--- config.mk ---
export PLATFORM = sky130hd
export DESIGN_NAME = pctl_pipe
export DESIGN_NICKNAME = d
export VERILOG_FILES = /design/src/rtl/pctl_pkg.sv /design/src/rtl/pctl_slot_filter.sv /design/src/rtl/pctl_stage_reg.sv /design/src/rtl/pctl_pipe.sv
export SDC_FILE = /design/constraint.sdc
export NUM_CORES = 1
export LEC_CHECK = 0
export ABC_AREA = 1
export BUFFER_PORTS_ARGS = -buffer_cell sky130_fd_sc_hd__buf_2
export CORE_AREA = 4 4 41 43
export DETAILED_ROUTE_END_ITERATION = 16
export DIE_AREA = 0 0 45 47
export PLACE_DENSITY = 0.72
export SETUP_SLACK_MARGIN = 0.1
export SLEW_MARGIN = 20
export SYNTH_ARGS = -nofsm -noshare
export SYNTH_HDL_FRONTEND = slang
export SYNTH_SLANG_ARGS = --single-unit
--- constraint.sdc ---
create_clock -name clk -period 1.4 [get_ports clk]
set_input_delay 0.14 -clock clk [delete_from_list [all_inputs] [get_ports clk]]
set_output_delay 0.14 -clock clk [all_outputs]
set_load 0.02 [all_outputs]
--- src/rtl/pctl_pkg.sv ---
package pctl_pkg;

    localparam int ALUOP_W = 4;
    localparam int CLASS_W = 3;

    typedef enum logic [CLASS_W-1:0] {
        CLS_NONE   = 3'd0,
        CLS_RTYPE  = 3'd1,
        CLS_LOAD   = 3'd2,
        CLS_STORE  = 3'd3,
        CLS_BRANCH = 3'd4
    } iclass_e;

    typedef struct packed {
        logic [ALUOP_W-1:0] alu_op;
        logic               src_a;
        logic               src_b;
        logic               dst_sel;
    } ex_ctl_t;

    typedef struct packed {
        logic we;
        logic addr_sel;
    } mem_ctl_t;

    typedef struct packed {
        logic mem_to_reg;
        logic reg_we;
    } wb_ctl_t;

    typedef struct packed {
        mem_ctl_t mem;
        wb_ctl_t  wb;
    } late_ctl_t;

    typedef struct packed {
        ex_ctl_t   ex;
        late_ctl_t late;
    } ctl_bundle_t;

    localparam int BUNDLE_W = $bits(ctl_bundle_t);
    localparam int LATE_W   = $bits(late_ctl_t);
    localparam int WB_W     = $bits(wb_ctl_t);

    function automatic logic uses_ex(logic [CLASS_W-1:0] cls);
        return (cls == CLS_RTYPE) || (cls == CLS_LOAD) ||
               (cls == CLS_STORE) || (cls == CLS_BRANCH);
    endfunction

    function automatic logic uses_mem(logic [CLASS_W-1:0] cls);
        return (cls == CLS_LOAD) || (cls == CLS_STORE);
    endfunction

    function automatic logic uses_wb(logic [CLASS_W-1:0] cls);
        return (cls == CLS_RTYPE) || (cls == CLS_LOAD);
    endfunction

endpackage

--- src/rtl/pctl_slot_filter.sv ---
module pctl_slot_filter
    import pctl_pkg::*;
(
    input  ctl_bundle_t          raw_i,
    input  logic [CLASS_W-1:0]   cls_i,
    input  logic                 bubble_i,
    output ctl_bundle_t          slot_o
);

    logic keep_ex;
    logic keep_mem;
    logic keep_wb;

    always_comb begin
        keep_ex  = !bubble_i && uses_ex(cls_i);
        keep_mem = !bubble_i && uses_mem(cls_i);
        keep_wb  = !bubble_i && uses_wb(cls_i);

        slot_o = '0;
        if (keep_ex)  slot_o.ex       = raw_i.ex;
        if (keep_mem) slot_o.late.mem = raw_i.late.mem;
        if (keep_wb)  slot_o.late.wb  = raw_i.late.wb;
    end

endmodule

--- src/rtl/pctl_stage_reg.sv ---
module pctl_stage_reg #(
    parameter int WIDTH = 8
) (
    input  logic             clk,
    input  logic             rst,
    input  logic [WIDTH-1:0] d,
    output logic [WIDTH-1:0] q
);

    always_ff @(posedge clk) begin
        if (rst) q <= '0;
        else     q <= d;
    end

endmodule

--- src/rtl/pctl_pipe.sv ---
module pctl_pipe
    import pctl_pkg::*;
(
    input  logic               clk,
    input  logic               rst,
    input  logic [ALUOP_W-1:0] d_alu_op,
    input  logic               d_src_a,
    input  logic               d_src_b,
    input  logic               d_dst_sel,
    input  logic               d_mem_we,
    input  logic               d_addr_sel,
    input  logic               d_mem_to_reg,
    input  logic               d_reg_we,
    input  logic [CLASS_W-1:0] d_class,
    input  logic               d_bubble,
    output logic [ALUOP_W-1:0] ex_alu_op,
    output logic               ex_src_a,
    output logic               ex_src_b,
    output logic               ex_dst_sel,
    output logic               mem_we,
    output logic               mem_addr_sel,
    output logic               wb_mem_to_reg,
    output logic               wb_reg_we
);

    ctl_bundle_t raw_b;
    ctl_bundle_t slot_b;

    logic [BUNDLE_W-1:0] idex_q;
    logic [LATE_W-1:0]   exmem_q;
    logic [WB_W-1:0]     memwb_q;

    ctl_bundle_t idex_b;
    late_ctl_t   exmem_b;
    wb_ctl_t     memwb_b;

    always_comb begin
        raw_b.ex.alu_op          = d_alu_op;
        raw_b.ex.src_a           = d_src_a;
        raw_b.ex.src_b           = d_src_b;
        raw_b.ex.dst_sel         = d_dst_sel;
        raw_b.late.mem.we        = d_mem_we;
        raw_b.late.mem.addr_sel  = d_addr_sel;
        raw_b.late.wb.mem_to_reg = d_mem_to_reg;
        raw_b.late.wb.reg_we     = d_reg_we;
    end

    pctl_slot_filter u_filter (
        .raw_i    (raw_b),
        .cls_i    (d_class),
        .bubble_i (d_bubble),
        .slot_o   (slot_b)
    );

    pctl_stage_reg #(.WIDTH(BUNDLE_W)) u_id_ex (
        .clk (clk),
        .rst (rst),
        .d   (slot_b),
        .q   (idex_q)
    );
    assign idex_b = idex_q;

    pctl_stage_reg #(.WIDTH(LATE_W)) u_ex_mem (
        .clk (clk),
        .rst (rst),
        .d   (idex_b.late),
        .q   (exmem_q)
    );
    assign exmem_b = exmem_q;

    pctl_stage_reg #(.WIDTH(WB_W)) u_mem_wb (
        .clk (clk),
        .rst (rst),
        .d   (exmem_b.wb),
        .q   (memwb_q)
    );
    assign memwb_b = memwb_q;

    assign ex_alu_op     = idex_b.ex.alu_op;
    assign ex_src_a      = idex_b.ex.src_a;
    assign ex_src_b      = idex_b.ex.src_b;
    assign ex_dst_sel    = idex_b.ex.dst_sel;
    assign mem_we        = exmem_b.mem.we;
    assign mem_addr_sel  = exmem_b.mem.addr_sel;
    assign wb_mem_to_reg = memwb_b.mem_to_reg;
    assign wb_reg_we     = memwb_b.reg_we;

endmodule

Word level (Yosys, flattened, before mapping)
Cells that the tools add are included.

Equality and inequality tests: 4. Bitwise gates (word level): 3. Reduce and logical (&&, ||, !) cells: 11.

Operators with widths (number): $eq A3 B2 Y1 const B (2); $reduce_or A2 Y1 (3); $logic_or A1 B1 Y1 (4); $eq A3 B1 Y1 const B (1); $eq A3 B3 Y1 const B (1); $logic_and A1 B1 Y1 (3); $not A1 Y1 (3); $logic_not A1 Y1 (1).

Flip-flop bits (word level): 17. Input port bits: 17. Output and inout port bits: 11. Logic and storage cells: 23.

Depth between registers and ports, before layout
Gate-level depths: netlist of the first run.

Word-level depth: 7. Mapped depth: 5. Depth with buffers taken out: 5.

Cells and area by module
From an unflattened synthesis of the first run, not the netlist that was laid out.

Cells, all modules: 87. Area, all modules: 633.1 um^2.

Modules (own cells, without submodules): pctl_stage_reg at u_id_ex (times used 1, cells an instance 34, area an instance 314.1 um^2, sequential area each 220.2 um^2); pctl_slot_filter (times used 1, cells an instance 35, area an instance 153.9 um^2, sequential area each 0.0 um^2); pctl_stage_reg at u_ex_mem (times used 1, cells an instance 12, area an instance 110.1 um^2, sequential area each 80.1 um^2); pctl_stage_reg at u_mem_wb (times used 1, cells an instance 6, area an instance 55.1 um^2, sequential area each 40.0 um^2).

Worst setup path before layout of the first run
OpenSTA, ideal clock, no wires.

Path type: input to register. Start point: in d_class[1]. End point: reg u_id_ex.q[10]. Setup time: 0.114 ns. Data arrival time: 0.488 ns. Required time: 1.286 ns. Setup slack: 0.798 ns. Stages on the path: 4. Path buffers: 0. Cell sequence: o21ai_0 > nand2_1 > nand2_2 > nor2_1.

Longest elaborated chain between the ends: 7. Elaborated cells on any way between the ends: 10. Those cells by class: eq/ne: 4; bitwise: 1; reduce/logical: 5.

Ends and longest elaborated chain: start: declaration (RTL line pctl_pipe.sv:14) `input logic [CLASS_W-1:0] d_class,`; $eq A3 B1 Y1 / $eq A3 B2 Y1 (equally long branches) (RTL line pctl_pkg.sv:46) `return (cls == CLS_RTYPE) || (cls == CLS_LOAD) ||`; $logic_or A1 B1 Y1 (2 in a row) (RTL line pctl_pkg.sv:46); $logic_or A1 B1 Y1 (*) (RTL line pctl_pkg.sv:47) `(cls == CLS_STORE) || (cls == CLS_BRANCH);`; $logic_and A1 B1 Y1 (*) (RTL line pctl_slot_filter.sv:15) `keep_ex = !bubble_i && uses_ex(cls_i);`; $not A1 Y1 (no source line) (*); $reduce_or A2 Y1 (no source line) (*); end signal: assignment (RTL line pctl_stage_reg.sv:11) `if (rst) q <= '0;`; end signal: assignment (RTL line pctl_stage_reg.sv:12) `else q <= d;`; end: declaration (RTL line pctl_stage_reg.sv:7) `output logic [WIDTH-1:0] q`.

Every way passes the cells marked *; elsewhere a longest branch is shown, timed or not. A chain may end at the register's enable or synchronous reset.

Worst setup path in the final report of the first run
Start point: reg u_id_ex.q[6]. End point: out ex_src_a.

RTL lines: end: declaration (RTL line pctl_pipe.sv:17) `output logic ex_src_a,`.

No word-level cell between the ends.

==> impl_metrics.tcl, run 1 <==
set metrics [dict create \
    outcome "complete, no violations" \
    port_buffers 27 \
    critPathArrivalTime_ps 750 \
    ctsResizeCount 0 \
    avgSynthCellArea_um2 8.273 \
    ir_drop_uv 577.6 \
    synth.distinct_cells 10 \
    synth.net_count 84 \
    num_io_pins 28 \
    worst-path-stages 1 \
    worstPathRequired_ps 1260 \
    period_minus_slack_ps 892.0 \
    cp_max_fo 1 \
    fin_area_um2 704.4 \
    r2r-start "u_id_ex.q[1]$_SDFF_PP0_" \
    route.detailed.drc 0 \
    vias 430 \
    cts-htree-levels 1 \
    clk_latency_ps 280 \
    ys_ff_latch 17 \
    dr.first_iter.drc_count 1 \
    fin_setup_tns_ps 0 \
    netlist_area_um2 554.3 \
    setup_viol 0 \
    hold_depth 3 \
    r2r_slack_ps 910 \
    die_x_um 45 \
    grt_usage_pct 9.649 \
    hp-start "d_addr_sel" \
    p_leak_nw 0.4067 \
    cts_sinks 17 \
    rsz0062_at_grt "false" \
    yosys_warnings 0 \
    hp-class "primary input to register" \
    cts_buffer_depth 2 \
    routedWlPerCell_um 7.972 \
    cts_inserted_buffers 3 \
    cts-root-buf "clkbuf_4" \
    worstReg2RegEnd "u_ex_mem.q[1]$_SDFF_PP0_" \
    cp_top_family "flip-flops" \
    yosys-top-cells-count "inv_1, dfxtp_1, nor2_1, buf_4, nand2_1" \
    ant_nets 0 \
    relSlewSlack_pct 89.72 \
    n_antenna_cell 0 \
    post_cts.repair.setup_buffers 0 \
    synthFlopType "dfxtp_1" \
    worst_pin_slew_ps 154.0 \
    min_period_over_period_pct 63.71 \
    grt_overflow 0 \
    hpwl_um 712.2 \
    synth.top_cell.area_share_pct 61.40 \
    dpl_cell_area_um2 678.2 \
    cts_tree "done" \
    path_cells "buf_2" \
    place_ws_ps 598.6 \
    yosys.area.top_type "dfxtp_1" \
    die_area_mm2 0.002115 \
    slowest_stage "dfxtp_1" \
    p_total_w 0.0008054 \
    multi_input_area_um2 108.9 \
    skew_ps 2.664 \
    nets 112 \
    setup_ws_ps 508.0 \
    first_pass_iters 3 \
    clk_pin_slew_ps 90 \
    netlist_top_cells_area "dfxtp_1, inv_1, nor2_1" \
    drt_wl_total_um 869 \
    grt_antenna_before_repair 0 \
    pwr_density_cell_mw_per_mm2 1143 \
    grt_pass1_vias 393 \
    grt_pass1_wl_um 1414 \
    die_y_um 47 \
    drive_gt1_share_pct 34.04 \
    syn_to_final_growth_pct 27.09 \
    synth.most_common_cell "inv_1" \
    gp_congestion 0.5593 \
    regArea_um2 340.3 \
    fp.coreArea_mm2 0.001301 \
    n_fill_cell 145 \
    fmax_ghz 1.121 \
    grt_max_degree 10 \
    worstSetupPathType "register to output pin" \
    vias_per_cell 3.945 \
    async_flop_share_pct 0 \
    initial_core_util_pct 42.60 \
    finalMaxSlewViolations 0 \
    reg2reg_depth 2 \
    whs_ps 61.03 \
    yosysSeqAreaShare_pct 61.40 \
    cp.buffers_inverters 1 \
    synthCells 67 \
    placementRows 13 \
    hold_violations 0 \
    start_kind "register" \
    max_stage_delay_ps 320 \
    startpoint "u_id_ex.q[6]$_SDFF_PP0_" \
    synth_enable_flop_cells 0 \
    hold_end "u_id_ex.q[2]$_SDFF_PP0_" \
    maxCapViolCount 0 \
    cp-end-kind "output pin" \
    cts_hold_buf 0 \
]
layout by cell type, fill, tap and decap left out:
cell / count
dfxtp_1: 17
nor2_1: 17
buf_2: 27
nand2_2: 1
nand3_1: 2
nor2_2: 1
nand2_1: 3
inv_1: 20
nand4_1: 1
o21ai_0: 1
clkbuf_4: 3
clkbuf_1: 1
state kept, by name (all words and copies together) (netlist names):
signal,count
u_id_ex.q,11
u_ex_mem.q,4
u_mem_wb.q,2
layout make-up:
cell class,instances,area share (%)
Multi-Input combinational cell,26,15.45
Sequential cell,17,48.31
Tap cell,15,2.664
Clock buffer,4,3.730
Timing Repair Buffer,27,19.18
Inverter,20,10.66
where the power goes:
part | switching [W] | internal (W)
combinational | 0.0000362 | 0.0000286
sequential | 0.00000192 | 0.000493
clock | 0.000136 | 0.000110
total | 0.000174 | 0.000632
worst max-delay path by stage:
stage,slack (ps),end
final,510,ex_src_a
after global routing,460,ex_src_a
after CTS,490,ex_src_a
after detailed placement,600,u_id_ex.q[10]$_SDFF_PP0_
after global placement,620,u_id_ex.q[4]$_SDFF_PP0_
after floorplan,800,u_id_ex.q[10]$_SDFF_PP0_
stage by stage:
step | std cells | util, %
after CTS | 109 | 54.13
after floorplan | 67 | -
after global routing | 109 | 54.13
after detailed placement | 105 | 52.12
after global placement | 105 | 52.12
final | 109 | 54.13
layer usage:
metal	share of wire [%]	global-route usage [%]	routed length [um]	vias up
met3	7.2	2.299	63	2
met4	2.0	8.772	17	0
li1	-	-	-	236
met2	54	15.82	466	14
met1	37	10.28	321	178
met5	0	0	0	-
kinds of logic (layout without fill, tap and decap cells):
group,after synthesis,after routing,synth area share [%]
AOI/OAI and AO/OA,1,1,0.9021
buffers and inverters,24,51,18.96
DFF,17,17,61.40
and+or+nand+nor,25,25,18.74
(Power assumes the default switching activity.)
==> run 2: changes to the inputs <==
--- a/config.mk
+++ b/config.mk
@@ -5,12 +5,12 @@
 export SDC_FILE = /design/constraint.sdc
 export NUM_CORES = 1
 export LEC_CHECK = 0
-export ABC_AREA = 1
+export ABC_AREA = 0
 export BUFFER_PORTS_ARGS = -buffer_cell sky130_fd_sc_hd__buf_2
-export CORE_AREA = 4 4 41 43
+export CORE_MARGIN = 4
+export CORE_UTILIZATION = 41
 export DETAILED_ROUTE_END_ITERATION = 16
-export DIE_AREA = 0 0 45 47
-export PLACE_DENSITY = 0.72
+export PLACE_DENSITY = 0.71
 export SETUP_SLACK_MARGIN = 0.1
 export SLEW_MARGIN = 20
 export SYNTH_ARGS = -nofsm -noshare
==> constraint.sdc (replaced) <==
create_clock -name clk -period 0.9 [get_ports clk]
set_input_delay 0.09 -clock clk [delete_from_list [all_inputs] [get_ports clk]]
set_output_delay 0.09 -clock clk [all_outputs]
set_load 0.02 [all_outputs]
==> run 2 against run 1 <==
Non-clock buffer count is 1 higher; power is 63% higher; combinational power is 93% higher; largest power group unchanged.
==> impl_metrics.tcl, run 2 <==
set metrics [dict create \
    cp-end-kind "output pin" \
    cp_top_family "flip-flops" \
    avgSynthCellArea_um2 12.92 \
    use_met3_pct 2.390 \
    pwr_density_cell_mw_per_mm2 1639 \
    async_flop_share_pct 0 \
    reg_top3 "u_id_ex.q: 11 flops, u_ex_mem.q: 4 flops, u_mem_wb.q: 2 flops" \
    cts_sinks 17 \
    r2r_slack_ps 380 \
    routedWlPerCell_um 11.26 \
    fp.coreArea_mm2 0.001285 \
    dp_cells 82 \
    synth.most_common_cell "dfxtp_1" \
    gp_congestion 0.6196 \
    hold_violations 0 \
    grt_pass1_wl_um 1490 \
    worstSetupPathType "register to output pin" \
    cts_tree "done" \
    largest_register_ffs 11 \
    synthFlopType "dfxtp_1" \
    num_io_pins 28 \
    vias_per_cell 4.640 \
    ant_nets 0 \
    cp.buffers_inverters 1 \
    n_antenna_cell 0 \
    synth.top_cell.area_share_pct 61.26 \
    grt_usage_pct 10.57 \
    grt_max_degree 12 \
    grt_overflow 0 \
    top_register "u_id_ex.q" \
    maxCapViolCount 0 \
    use_met1_pct 11.36 \
    slowest_stage "dfxtp_2" \
    layout_common_cells "buf_2, buf_6, dfxtp_2, and4bb_2" \
    first_pass_iters 4 \
    setup_ws_ps 69.36 \
    placementRows 13 \
    period_minus_slack_ps 830.6 \
    dpl_cell_area_um2 686.9 \
    rsz0062_at_grt "true" \
    skew_ps 0.6904 \
    nets 89 \
    ir_drop_uv 1087 \
    die_area_mm2 0.002008 \
    cts-root-buf "clkbuf_4" \
    grt_antenna_before_repair 0 \
    die_y_um 44.81 \
    cts-htree-levels 1 \
    groute.layer.met2.usage_pct 16.62 \
    n_fill_cell 114 \
    yosys-top-cells-count "dfxtp_1, and4bb_2, nor2b_1, and3_1, buf_4" \
    synthCells 43 \
    syn_to_final_growth_pct 43.92 \
    start_kind "register" \
    grt_pass1_vias 395 \
    drive_gt1_share_pct 71.83 \
    synth.distinct_cells 10 \
    critPathArrivalTime_ps 740 \
    worstPathRequired_ps 810 \
    cts_inserted_buffers 3 \
    route.detailed.drc 0 \
    outcome "complete, no violations" \
    worst_pin_slew_ps 366.2 \
    dr.first_iter.drc_count 5 \
    netlist_area_um2 555.5 \
    die_x_um 44.81 \
    yosysSeqAreaShare_pct 61.26 \
    ys_ff_latch 17 \
    whs_ps 15.51 \
    hp-class "primary input to register" \
    hpwl_um 734.7 \
    clk_pin_slew_ps 100 \
    top_usage_layer "met2" \
    final_common_cell "buf_2" \
    drt_wl_total_um 968 \
    cp_max_fo 1 \
    synth_enable_flop_cells 0 \
    port_buffers 27 \
    p_leak_nw 0.3672 \
    cts_buffer_depth 2 \
    vias 399 \
    post-route-util_pct 62.22 \
    yosys_warnings 0 \
    path_cells "buf_6" \
    synth.net_count 60 \
    finalMaxSlewViolations 0 \
    relSlewSlack_pct 75.49 \
    netlist_top_cells_area "dfxtp_1, and4bb_2, nor2b_1" \
    fmax_ghz 1.204 \
    layoutNonFillerInstCount 86 \
    max_stage_delay_ps 330 \
    cts_hold_buf 0 \
    min_period_over_period_pct 92.29 \
    yosys.area.top_type "dfxtp_1" \
    initial_core_util_pct 43.23 \
    clk_latency_ps 290 \
    setup_viol 0 \
    fin_area_um2 799.5 \
    place_ws_ps -11.02 \
]
run 2: metrics by stage:
step                      total power, W  TNS, ps
final                           0.001311        0
after global routing            0.001372        0
after CTS                       0.001326        0
after detailed placement       0.0009006   -39.26
after global placement         0.0008980   -6.935
after floorplan                0.0008446        0
run 2: timing repair:
item / in CTS / in global routing
endpoints found under the setup margin: 11 / 11
resized for setup: 33 / 0
buffers inserted: 0 / 0
run 2: area by class of cell:
| cell class | instances | area (um2) | share of cell area (%) |
|---|---|---|---|
| well taps | 15 | 18.77 | 2.347 |
| clock inverters | 1 | 7.507 | 0.9390 |
| multi-input cells | 22 | 185.2 | 23.16 |
| repair buffers | 28 | 211.5 | 26.45 |
| flip-flops and latches | 17 | 354.1 | 44.29 |
| clock buffers | 3 | 22.52 | 2.817 |
run 2: cells by family (layout without fill, tap and decap cells):
family                 count (synthesis)  count (layout)  synth area share (%)
AO/OA/AOI/OAI                          1               1                 1.352
XOR/XNOR                               1               1                 1.577
buffers and inverters                  4              32                 5.406
flip-flops                            17              17                 61.26
AND/OR/NAND/NOR                       20              20                 30.40
run 2: routing by layer:
layer  vias up  routed length, um
met2        17                463
met4         0                 29
met5         -                  0
li1        205                  -
met3         4                 84
met1       173                391
run 2: where the power goes:
group	switching, W	total, W	internal [W]
Combinational	0.0000542	0.000125	0.0000709
Clock	0.000241	0.000410	0.000169
Sequential	0.00000608	0.000776	0.000769
Total	0.000301	0.00131	0.00101
run 2: final timing paths:
kind | cells past startpoint | to | from
hold reg to reg | 1 | u_ex_mem.q[3]$_SDFF_PP0_ | u_id_ex.q[3]$_SDFF_PP0_
hold / removal | 2 | u_id_ex.q[1]$_SDFF_PP0_ | d_mem_to_reg
setup reg to reg | 1 | u_ex_mem.q[1]$_SDFF_PP0_ | u_id_ex.q[1]$_SDFF_PP0_
setup / recovery | 1 | ex_src_a | u_id_ex.q[6]$_SDFF_PP0_
==> run 3: changes to the inputs <==
--- a/config.mk
+++ b/config.mk
@@ -7,8 +7,10 @@
 export LEC_CHECK = 0
 export ABC_AREA = 0
 export BUFFER_PORTS_ARGS = -buffer_cell sky130_fd_sc_hd__buf_2
+export CELL_PAD_IN_SITES_DETAIL_PLACEMENT = 0
+export CELL_PAD_IN_SITES_GLOBAL_PLACEMENT = 1
 export CORE_MARGIN = 4
-export CORE_UTILIZATION = 41
+export CORE_UTILIZATION = 31
 export DETAILED_ROUTE_END_ITERATION = 16
 export PLACE_DENSITY = 0.71
 export SETUP_SLACK_MARGIN = 0.1
==> run 3 against run 2 <==
Fmax increased by 0.57%; clock-buffer cell count unchanged; wire length increased by 6.1%; non-clock buffer count unchanged.
==> impl_metrics.tcl, run 3 (synthesis results as in run 2) <==
set metrics [dict create \
    die_area_mm2 0.002533 \
    period_minus_slack_ps 825.9 \
    top_register "u_id_ex.q" \
    relSlewSlack_pct 76.98 \
    fin_area_um2 809.5 \
    grt_pass1_wl_um 1435 \
    max_stage_delay_ps 330 \
    clk_latency_ps 290 \
    clk_pin_slew_ps 90 \
    hpwl_um 825.9 \
    die_y_um 50.33 \
    cp.buffers_inverters 1 \
    cp-end-kind "output pin" \
    outcome "complete, no violations" \
    layout_common_cells "buf_2, buf_6, dfxtp_2, and4bb_2" \
    slowest_stage "dfxtp_2" \
    ant_nets 0 \
    grt_antenna_before_repair 0 \
    nets 89 \
    cp_max_fo 1 \
    start_kind "register" \
    layoutNonFillerInstCount 96 \
    min_period_over_period_pct 91.77 \
    skew_ps 0.7996 \
    initial_core_util_pct 32.53 \
    drive_gt1_share_pct 71.83 \
    dr.first_iter.drc_count 1 \
    syn_to_final_growth_pct 45.72 \
    cp_top_family "flip-flops" \
    vias_per_cell 4.083 \
    n_antenna_cell 0 \
    cts_tree "done" \
    place_ws_ps -34.69 \
    grt_overflow 0 \
    cts-root-buf "clkbuf_4" \
    fp.coreArea_mm2 0.001708 \
    dp_cells 92 \
    rsz0062_at_grt "true" \
    largest_register_ffs 11 \
    critPathArrivalTime_ps 740 \
    first_pass_iters 2 \
    reg_top3 "u_id_ex.q: 11 flops, u_ex_mem.q: 4 flops, u_mem_wb.q: 2 flops" \
    pwr_density_cell_mw_per_mm2 1594 \
    path_cells "buf_6" \
    vias 392 \
    cts_buffer_depth 2 \
    finalMaxSlewViolations 0 \
    setup_viol 0 \
    hp-class "primary input to register" \
    p_leak_nw 0.3709 \
    hold_violations 0 \
    whs_ps 28.55 \
    fmax_ghz 1.211 \
    grt_pass1_vias 331 \
    route.detailed.drc 0 \
    grt_usage_pct 8.390 \
    drt_wl_total_um 1027 \
    dpl_cell_area_um2 699.4 \
    cts-htree-levels 1 \
    num_io_pins 28 \
    worstPathRequired_ps 810 \
    maxCapViolCount 0 \
    cts_sinks 17 \
    cts_inserted_buffers 3 \
    grt_max_degree 11 \
    gp_congestion 0.7433 \
    worstSetupPathType "register to output pin" \
    final_common_cell "buf_2" \
    die_x_um 50.33 \
    worst_pin_slew_ps 344.1 \
    routedWlPerCell_um 10.70 \
    placementRows 15 \
    ir_drop_uv 627.1 \
    setup_ws_ps 74.09 \
    port_buffers 27 \
    post-route-util_pct 47.40 \
]
-- run 3: final cells by class --
type	instances	area, um2
tap	25	31.28
clock inverter	1	5.005
timing repair buffer	28	211.5
clock buffer	3	22.52
sequential	17	354.1
multi-input combinational	22	185.2
fill	168	898.4
-- run 3: worst paths after layout --
path                       startpoint                  endpoint  slack [ps]  cells after the start
min reg2reg  u_ex_mem.q[1]$_SDFF_PP0_  u_mem_wb.q[1]$_SDFF_PP0_         440                      1
min                      d_mem_to_reg   u_id_ex.q[1]$_SDFF_PP0_          30                      2
max          u_ex_mem.q[3]$_SDFF_PP0_                    mem_we          70                      1
max reg2reg   u_id_ex.q[0]$_SDFF_PP0_  u_ex_mem.q[0]$_SDFF_PP0_         380                      1
-- run 3: routing by layer --
metal | share of wire [%] | track usage [%] | vias to the layer above
li1 | - | - | 201
met1 | 38 | 7.861 | 172
met2 | 53 | 13.26 | 15
met4 | 3.7 | 10.76 | 0
met5 | 0 | 0 | -
met3 | 5.1 | 2.077 | 4
-- run 3: repair_timing --
item | in CTS | in global routing
buffers inserted | 0 | 0
setup endpoints to repair | 11 | 11
resized for setup | 33 | 0
hold buffers | 0 | 0
-- run 3: where the power goes --
part / total (W) / switching [W] / internal, W
Sequential: 0.000775 / 0.00000551 / 0.000769
Clock: 0.000389 / 0.000224 / 0.000165
Combinational: 0.000127 / 0.0000557 / 0.0000711
Total: 0.00129 / 0.000285 / 0.00101
-- run 3: through the flow --
| step | TNS (ps) | total power (W) |
|---|---|---|
| final | 0 | 0.001291 |
| after global routing | 0 | 0.001350 |
| after global placement | -27.48 | 0.0009004 |
| after CTS | 0 | 0.001315 |
| after detailed placement | -193.3 | 0.0009030 |
| after floorplan | 0 | 0.0008446 |
